### src/rtl/bem_pkg.sv
package bem_pkg;
  typedef enum logic {
    ST_IDLE = 1'b0,
    ST_RUN  = 1'b1
  } run_st_e;
endpackage

### src/rtl/bem_dly_line.sv
module bem_dly_line #(
  parameter int MAX_DLY = 32,
  parameter int DLY_W   = $clog2(MAX_DLY + 1)
) (
  input  logic             clk_i,
  input  logic             rst_ni,
  input  logic             clr_i,
  input  logic             push_i,
  input  logic             bit_i,
  input  logic [DLY_W-1:0] sel_i,
  output logic             ref_o,
  output logic             rdy_o
);
  localparam logic [DLY_W-1:0] FillMax = DLY_W'(MAX_DLY);

  logic [MAX_DLY-1:0] tap_w;
  logic [DLY_W-1:0]   fill_q;

  for (genvar i = 0; i < MAX_DLY; i++) begin : g_stg
    logic d_w;
    logic q;
    if (i == 0) begin : g_head
      assign d_w = bit_i;
    end else begin : g_body
      assign d_w = tap_w[i-1];
    end
    always_ff @(posedge clk_i or negedge rst_ni) begin
      if (!rst_ni)     q <= 1'b0;
      else if (clr_i)  q <= 1'b0;
      else if (push_i) q <= d_w;
    end
    assign tap_w[i] = q;
  end

  // pushes seen since clear, held at the line depth
  always_ff @(posedge clk_i or negedge rst_ni) begin
    if (!rst_ni)                          fill_q <= '0;
    else if (clr_i)                       fill_q <= '0;
    else if (push_i && fill_q != FillMax) fill_q <= fill_q + 1'b1;
  end

  // depth 0 compares against the bit offered in the same cycle
  always_comb begin
    ref_o = bit_i;
    for (int i = 1; i <= MAX_DLY; i++) begin
      if (sel_i == DLY_W'(i)) ref_o = tap_w[i-1];
    end
  end

  assign rdy_o = (fill_q >= sel_i);


  fill_bound_chk: assert property (@(posedge clk_i) disable iff (!rst_ni)
    fill_q <= FillMax);


  fill_step_chk: assert property (@(posedge clk_i) disable iff (!rst_ni)
    (!clr_i && !push_i) |=> $stable(fill_q));
endmodule

### src/rtl/bem_err_cnt.sv
module bem_err_cnt #(
  parameter int ERR_W = 14
) (
  input  logic             clk_i,
  input  logic             rst_ni,
  input  logic             clr_i,
  input  logic             cmp_i,
  input  logic             ref_i,
  input  logic             rx_i,
  output logic [ERR_W-1:0] err_o
);
  localparam logic [ERR_W-1:0] ErrMax = {ERR_W{1'b1}};

  logic [ERR_W-1:0] err_q;
  logic             miss_w;

  assign miss_w = cmp_i && (ref_i != rx_i);

  always_ff @(posedge clk_i or negedge rst_ni) begin
    if (!rst_ni)                       err_q <= '0;
    else if (clr_i)                    err_q <= '0;
    else if (miss_w && err_q != ErrMax) err_q <= err_q + 1'b1;
  end

  assign err_o = err_q;


  err_sat_hold_chk: assert property (@(posedge clk_i) disable iff (!rst_ni)
    (!clr_i && err_q == ErrMax) |=> err_q == ErrMax);


  err_step_chk: assert property (@(posedge clk_i) disable iff (!rst_ni)
    !clr_i |=> (err_q == $past(err_q) || err_q == $past(err_q) + 1'b1));


  err_idle_chk: assert property (@(posedge clk_i) disable iff (!rst_ni)
    (!clr_i && !cmp_i) |=> $stable(err_q));
endmodule

### src/rtl/bem_run_ctl.sv
module bem_run_ctl
  import bem_pkg::*;
#(
  parameter int RUN_LEN = 10000,
  parameter int CNT_W   = $clog2(RUN_LEN + 1)
) (
  input  logic             clk_i,
  input  logic             rst_ni,
  input  logic             start_i,
  input  logic             rx_vld_i,
  input  logic             rdy_i,
  output logic             acc_o,
  output logic             busy_o,
  output logic             done_o,
  output logic [CNT_W-1:0] bit_cnt_o
);
  localparam logic [CNT_W-1:0] LastCnt = CNT_W'(RUN_LEN - 1);
  localparam logic [CNT_W-1:0] FullCnt = CNT_W'(RUN_LEN);

  run_st_e          st_q;
  logic [CNT_W-1:0] bit_q;
  logic             done_q;
  logic             last_w;

  assign acc_o  = (st_q == ST_RUN) && rx_vld_i && rdy_i && !start_i;
  assign last_w = acc_o && (bit_q == LastCnt);

  always_ff @(posedge clk_i or negedge rst_ni) begin
    if (!rst_ni) begin
      st_q   <= ST_IDLE;
      bit_q  <= '0;
      done_q <= 1'b0;
    end else if (start_i) begin
      st_q   <= ST_RUN;
      bit_q  <= '0;
      done_q <= 1'b0;
    end else begin
      done_q <= last_w;
      if (acc_o) bit_q <= bit_q + 1'b1;
      if (last_w) st_q <= ST_IDLE;
    end
  end

  assign busy_o    = (st_q == ST_RUN);
  assign done_o    = done_q;
  assign bit_cnt_o = bit_q;


  done_pulse_chk: assert property (@(posedge clk_i) disable iff (!rst_ni)
    done_q |=> !done_q);


  done_full_chk: assert property (@(posedge clk_i) disable iff (!rst_ni)
    done_q |-> (bit_q == FullCnt && st_q == ST_IDLE));


  bit_bound_chk: assert property (@(posedge clk_i) disable iff (!rst_ni)
    bit_q <= FullCnt);


  idle_hold_chk: assert property (@(posedge clk_i) disable iff (!rst_ni)
    (st_q == ST_IDLE && !start_i) |=> $stable(bit_q));


  start_clr_chk: assert property (@(posedge clk_i) disable iff (!rst_ni)
    start_i |=> (bit_q == '0 && st_q == ST_RUN && !done_q));
endmodule

### src/rtl/bit_err_meter.sv
module bit_err_meter #(
  parameter int RUN_LEN = 10000,
  parameter int MAX_DLY = 32,
  parameter int ERR_W   = 14,
  parameter int DLY_W   = $clog2(MAX_DLY + 1),
  parameter int CNT_W   = $clog2(RUN_LEN + 1)
) (
  input  logic             clk_i,
  input  logic             rst_ni,
  input  logic             start_i,
  input  logic [DLY_W-1:0] dly_i,
  input  logic             tx_vld_i,
  input  logic             tx_bit_i,
  input  logic             rx_vld_i,
  input  logic             rx_bit_i,
  output logic             busy_o,
  output logic             done_o,
  output logic [CNT_W-1:0] bit_cnt_o,
  output logic [ERR_W-1:0] err_cnt_o
);
  localparam logic [DLY_W-1:0] DlyMax = DLY_W'(MAX_DLY);

  logic [DLY_W-1:0] dly_q;
  logic             push_w;
  logic             ref_w;
  logic             rdy_w;
  logic             acc_w;

  // depth is clamped once, at start
  always_ff @(posedge clk_i or negedge rst_ni) begin
    if (!rst_ni)      dly_q <= '0;
    else if (start_i) dly_q <= (dly_i > DlyMax) ? DlyMax : dly_i;
  end

  assign push_w = busy_o && tx_vld_i && !start_i;

  bem_dly_line #(
    .MAX_DLY (MAX_DLY),
    .DLY_W   (DLY_W)
  ) u_line (
    .clk_i  (clk_i),
    .rst_ni (rst_ni),
    .clr_i  (start_i),
    .push_i (push_w),
    .bit_i  (tx_bit_i),
    .sel_i  (dly_q),
    .ref_o  (ref_w),
    .rdy_o  (rdy_w)
  );

  bem_run_ctl #(
    .RUN_LEN (RUN_LEN),
    .CNT_W   (CNT_W)
  ) u_ctl (
    .clk_i     (clk_i),
    .rst_ni    (rst_ni),
    .start_i   (start_i),
    .rx_vld_i  (rx_vld_i),
    .rdy_i     (rdy_w),
    .acc_o     (acc_w),
    .busy_o    (busy_o),
    .done_o    (done_o),
    .bit_cnt_o (bit_cnt_o)
  );

  bem_err_cnt #(
    .ERR_W (ERR_W)
  ) u_err (
    .clk_i  (clk_i),
    .rst_ni (rst_ni),
    .clr_i  (start_i),
    .cmp_i  (acc_w),
    .ref_i  (ref_w),
    .rx_i   (rx_bit_i),
    .err_o  (err_cnt_o)
  );


  dly_clamp_chk: assert property (@(posedge clk_i) disable iff (!rst_ni)
    dly_q <= DlyMax);


  fill_gate_chk: assert property (@(posedge clk_i) disable iff (!rst_ni)
    (busy_o && rx_vld_i && !rdy_w && !start_i) |=> $stable(bit_cnt_o));


  err_le_bit_chk: assert property (@(posedge clk_i) disable iff (!rst_ni)
    32'(err_cnt_o) <= 32'(bit_cnt_o));


  idle_err_chk: assert property (@(posedge clk_i) disable iff (!rst_ni)
    (!busy_o && !start_i) |=> $stable(err_cnt_o));
endmodule

### config.mk
export PLATFORM = sky130hd
export DESIGN_NAME = bit_err_meter
export DESIGN_NICKNAME = d
export VERILOG_FILES = /design/src/rtl/bem_pkg.sv /design/src/rtl/bem_dly_line.sv /design/src/rtl/bem_err_cnt.sv /design/src/rtl/bem_run_ctl.sv /design/src/rtl/bit_err_meter.sv
export SDC_FILE = /design/constraint.sdc
export NUM_CORES = 1
export LEC_CHECK = 0
export ABC_AREA = 1
export BUFFER_PORTS_ARGS = -buffer_cell sky130_fd_sc_hd__buf_2
export CORE_UTILIZATION = 33
export CTS_BUF_LIST = sky130_fd_sc_hd__clkbuf_4 sky130_fd_sc_hd__clkbuf_8 sky130_fd_sc_hd__clkbuf_16
export DETAILED_ROUTE_END_ITERATION = 10
export GPL_TIMING_DRIVEN = 0
export PLACE_DENSITY_LB_ADDON = 0.1
export SYNTH_ARGS = -nofsm -noshare
export SYNTH_HDL_FRONTEND = slang
export SYNTH_SLANG_ARGS = --single-unit
export TNS_END_PERCENT = 1
### constraint.sdc
create_clock -name clk_i -period 4.1 [get_ports clk_i]
set_clock_uncertainty 0.15 [all_clocks]
set_input_delay 0 -clock clk_i [delete_from_list [all_inputs] [get_ports clk_i]]
set_output_delay 0 -clock clk_i [all_outputs]
set_load 0.01 [all_outputs]
## Yosys cells after proc, flatten, opt, wreduce, memory -nomap -nowiden

Index checks and enable logic that the tools add are counted.

| word-level totals | value |
|---|---|
| word-level logic and storage cells | 200 |
| register bits after elaboration | 74 |
| output and inout bits | 30 |

| cells by class | value |
|---|---|
| muxes and demuxes | 106 |
| eq/ne operators | 36 |
| order comparisons | 2 |
| $add $sub $neg | 3 |
| reductions and logical operators | 15 |

Operator list:

| kind | count |
|---|---|
| $mux W1 | 99 |
| $eq A6 B5 Y1 const B | 16 |
| $mux W14 | 4 |
| $eq A6 B4 Y1 const B | 8 |
| $add A14 B1 Y14 const B | 2 |
| $eq A6 B3 Y1 const B | 4 |
| $mux W6 | 3 |
| $eq A14 B14 Y1 const B | 1 |
| $ne A14 B14 Y1 const B | 1 |
| $eq A6 B2 Y1 const B | 2 |
| $reduce_bool A2 Y1 | 5 |
| $logic_and A1 B1 Y1 | 9 |
| $add A6 B1 Y6 const B | 1 |
| $eq A6 B1 Y1 const B | 1 |
| $eq A6 B6 Y1 const B | 1 |
| $ge A6 B6 Y1 | 1 |
| $gt A6 B6 Y1 const B | 1 |
| $ne A6 B6 Y1 const B | 1 |
| $logic_not A1 Y1 | 1 |
| $ne A1 B1 Y1 | 1 |

## Longest topological paths before layout

| depth | value |
|---|---|
| depth after elaboration | 38 |
| gate-level depth with buffers | 42 |
| gate-level depth less buffers | 41 |

## Hierarchy

Synthesis repeated with hierarchy kept, for this count alone.

| second synthesis, totals | value |
|---|---|
| cell total of the unflattened synthesis | 595 |
| area, all modules | 4421.7 µm² |

Modules (own cells, without submodules):

| module | cells an instance | times used | area each (µm²) |
|---|---|---|---|
| bem_dly_line | 313 | 1 | 2283.4 |
| bem_run_ctl | 123 | 1 | 953.4 |
| bem_err_cnt | 129 | 1 | 917.1 |
| bit_err_meter | 30 | 1 | 267.8 |

## Worst setup path after synthesis

No wires, ideal clock.

| timing path | value |
|---|---|
| path type | flip-flop to flip-flop |
| start | register dly_q[1] |
| end | register u_err.err_q[8] (netlist: u_err.err_o[8]) |
| stages on the path, launching flop included | 40 |
| setup time | 0.116 ns |
| period minus slack after synthesis | 2.961 ns |
| path buffers | 1 |
| data arrival time | 2.695 ns |
| required time | 3.834 ns |
| path slack | 1.139 ns |
| path through | dfrtp_1 > nor2_2 > nand2_1 > nor2_1 > a21oi_2 > nand2_1 > nand2_1 > nand2_1 > nand2_1 > nand2_1 > nand2_1 > nand2_1 > nand2_1 > nand2_1 > nand2_1 > nand2_1 > nand2_1 > nand2_1 > (+4 left out) > nand2_1 > nand2_1 > nand2_1 > nand2_1 > nand2_1 > nand2_1 > nand2_1 > nand2_1 > nand2_1 > nand2_1 > nand2_1 > nand2_2 > nand2_2 > nand2_2 > nand3_4 > buf_4 > nand3_1 > nand2_2 |

| on the way | value |
|---|---|
| cells in the longest elaborated chain, start to end | 37 |
| elaborated cells on any way between the ends | 71 |
| those cells by class | 1 x order compare; 33 x eq/ne; 32 x mux; 5 x reduce/logical |

RTL lines:

| element | RTL line | text |
|---|---|---|
| start: declaration | bit_err_meter.sv:23 | `logic [DLY_W-1:0] dly_q;` |
| start signal: assignment | bit_err_meter.sv:32 | `else if (start_i) dly_q <= (dly_i > DlyMax) ? DlyMax : dly_i;` |
| $eq A6 B1 Y1 | bem_dly_line.sv:46 | `if (sel_i == DLY_W'(i)) ref_o = tap_w[i-1];` |
| $mux W1 (32 in series) | bem_dly_line.sv:46 |  |
| $ne A1 B1 Y1 | bem_err_cnt.sv:17 | `assign miss_w = cmp_i && (ref_i != rx_i);` |
| $logic_and A1 B1 Y1 (*) | bem_err_cnt.sv:17 |  |
| $logic_and A1 B1 Y1 (*) | bem_err_cnt.sv:22 | `else if (miss_w && err_q != ErrMax) err_q <= err_q + 1'b1;` |
| $reduce_bool A2 Y1 (no source line) (*) | - |  |
| end signal: assignment | bem_err_cnt.sv:22 |  |
| end: declaration | bem_err_cnt.sv:14 | `logic [ERR_W-1:0] err_q;` |

Every way passes the cells marked *; elsewhere a longest branch is shown, timed or not.
A chain may end at the register's enable or synchronous reset.

## Final worst setup path

| timing path | value |
|---|---|
| start | register dly_q[0] |
| end | register u_err.err_q[2] (netlist: u_err.err_o[2]) |

The elaborated chain is that of the path after synthesis.

==> summary.txt <==
Timing
  • Worst-margin pin slew: 0.675 ns
  • Max Clock Freq: ~0.27 GHz
  • Fin crit share: 0.912
  • Setup Viol. Count Final: 0
  • Slew HR: 0.546
  • Post-layout worst setup margin: 0.360 ns
  • Min Hold Slack: 0.0133 ns
  • Fin. Hold Viols: 0
  • Slew Limit Fails: 0
  • Tmin final: 3.74 ns

CTS
  • Clock slew at reported path FFs: 0.06 ns
  • # H-tree levels: 3
  • CTS tree: done
  • Clk buf depth: 2
  • Clock sink total: 74
  • CTS root buf: clkbuf_16
  • Skew-Pair Late Insertion Delay: 0.34 ns
  • Total CTS buffers: 9

GRT
  • Global-route wire length before repair: around 20000 um
  • Overflow after GRT: 0
  • Tot GR Track Use: 0.193
  • Initial antenna violation count: 0
  • Number of global-route vias before repair: 3800
  • Largest net degree at the start of global routing: between 40 and 50

Floorplan
  • Die Area: 13500 sq um
  • Die span in x: 116 um
  • # IOs: 43
  • Row count: 41
  • Core Area: 12700 sq um
  • Die Y: 116 um
  • Initial Util: 0.339

Cells and area
  • Layout Nets: about 680
  • Layout cells sized above 1: 0.185
  • Synth-to-Final Area Change: 24.1%
  • FILL cells: around 1300
  • Area of the multi-input gates: ~2100 sq um
  • Reg area: around 1900 sq um
  • Layout Cell Area excl Fill: approximately 5300 sq um
  • Antenna cell count: 0

Worst setup path
  • Arrival time worst endpoint: 3.81 ns
  • Critical Path RT: roughly 4.2 ns
  • Largest fanout on the critical path: 7
  • CP max stage cell: dlygate4sd3_1
  • Crit Path Class: reg -> reg
  • Crit-path max cell delay: 0.54 ns
  • Most frequent CP cell: nand2_1
  • CP endpoint kind: register
  • CP startpoint kind: register

Placed design
  • Dpl ws: 0.577 ns
  • DP HPWL: 8480 um
  • Gpl congestion: 0.887
  • DP Area: 4740 sq um
  • Port Buffers: ~40

Logic synthesis
  • Most frequent cell after synthesis: nand2_1
  • Share of the synthesized area in the top cell type: 0.432
  • Number of synthesized register bits: 74
  • Synth area leaders: dfrtp_1 (43%), nand2_1 (9.8%), nand3_1 (7.7%)
  • Commonest cells post-synth: nand2_1 (112), dfrtp_1 (74), inv_1 (71)
  • Synth Cell Area: 4290 sq um
  • Syn Nets: 592
  • Async SR Flop Fraction: 1.00
  • Synth warn: 0
  • Syn_area_per_cell: 7.54 sq um
  • Post-synth EDFFs: 0
  • Dominant synthesized flop cell: dfrtp_1
  • Synth Instances: 569
  • Seq/Total Area, Yosys: 0.432
  • Biggest area consumer among synthesized cells: dfrtp_1
  • Cell variety after synth: 38

Flow run
  • Maxcap violations: 0

Detailed routing
  • Post-DRT Antenna Nets: 0
  • Drt initial violations: roughly 210
  • Pre-Repair DR Iteration Count: 5
  • Vias after detailed routing: 4018
  • Final WL: roughly 12000 um
  • DRC Markers: 0
  • DR WL/cell: 14.2 um
  • Via density: 4.84

Pwr
  • PwrDens: 342 nW/um^2
  • Max rail drop VDD: 0.000172 V
  • Total power: 1.82 mW
  • Cell leakage power: 2.48 nW

Worst hold path
  • Worst hold path class: in -> async

Outcome
  • Status: finished, final reports clean
[layer usage]
metal | share of wire | GRT usage
met1 | 0.48 | 0.261
met2 | 0.47 | 0.311
met3 | 0.034 | 0.0329
met4 | 0.012 | 0.0667
met5 | 0 | 0
[cell usage in the layout, fill, tap and decap left out, types with 5 or more instances in the layout]
master,n
inv_1,71
nor2_1,60
buf_2,42
o22ai_1,7
nor2_4,6
nor2_2,5
clkbuf_16,9
o21ai_0,42
dlygate4sd3_1,15
o31ai_1,7
ha_1,10
xor2_1,8
a21oi_1,22
buf_4,18
nor3_1,9
nand2_1,111
dfrtp_2,5
clkbuf_1,10
nand2_2,17
dfrtp_1,69
nand3_1,66
[kinds of logic after synthesis]
kind of cell    after synthesis  share of synthesized area
xor+xnor                     10                     0.0204
buf+inv                      94                     0.0875
fa+ha+maj                    10                     0.0292
flops                        74                      0.432
compound gates               90                      0.118
simple gates                291                      0.313
[where the power goes]
group | switching (mW) | total [mW] | internal, mW
clock | 0.316 | 0.764 | 0.449
combinational | 0.173 | 0.280 | 0.107
sequential | 0.0254 | 0.776 | 0.750
total | 0.514 | 1.82 | 1.31
[path summary, 6_finish.rpt]
path | start | to | slack (ns) | depth (start not counted)
min | rst_ni | u_ctl.bit_cnt_o[13] | 0.01 | 2
max | dly_q[0] | u_err.err_o[2] | 0.36 | 39
min in group clk_i | rx_vld_i | u_ctl.bit_cnt_o[2] | 0.12 | 6
max reg2reg | dly_q[0] | u_err.err_o[2] | 0.36 | 39
max in group asynchronous | rst_ni | dly_q[2] | 3.21 | 3
min reg2reg | u_line.fill_q[0] | u_line.fill_q[0] | 0.36 | 1
[what timing repair did]
item	in CTS	in global routing
hold buffers	15	0
endpoints found under the setup margin	0	1
buffers inserted	0	16
gates resized for setup	0	12
endpoints found under the hold margin	88	0
[worst max-delay path, delay by kind of cell (launching register included)]
kind                   cells  cell delay (ns)
and+or+nand+nor           37             2.42
buffers and inverters      1             0.54
DFF                        1             0.47
AOI/OAI and AO/OA          1             0.04
[registers in the layout, indices dropped and copies added, names as in the netlist]
signal / flops
u_line.g_stg.q: 31
u_ctl.bit_cnt_o: 14
u_ctl.done_o: 1
u_line.fill_q: 6
u_err.err_o: 14
u_ctl.busy_o: 1
u_line.g_stg.d_w: 1
dly_q: 6
[layout make-up]
type | instances | share of cell area
Clock buffer | 12 | 0.0489
Inverter | 78 | 0.0555
Buffer | 16 | 0.0155
Multi-Input combinational cell | 401 | 0.391
Clock inverter | 4 | 0.00494
Sequential cell | 74 | 0.349
Timing Repair Buffer | 73 | 0.0950
Tap cell | 172 | 0.0404
[through the flow]
stage,utilization,TNS [ns],cells
after detailed placement,0.374,0,783
after floorplan,-,0,569
after global routing,0.420,-0.0436,830
after CTS,0.409,0,814
after global placement,0.372,0,782
final,0.420,0,830
Power figures use the tool's default switching activity.
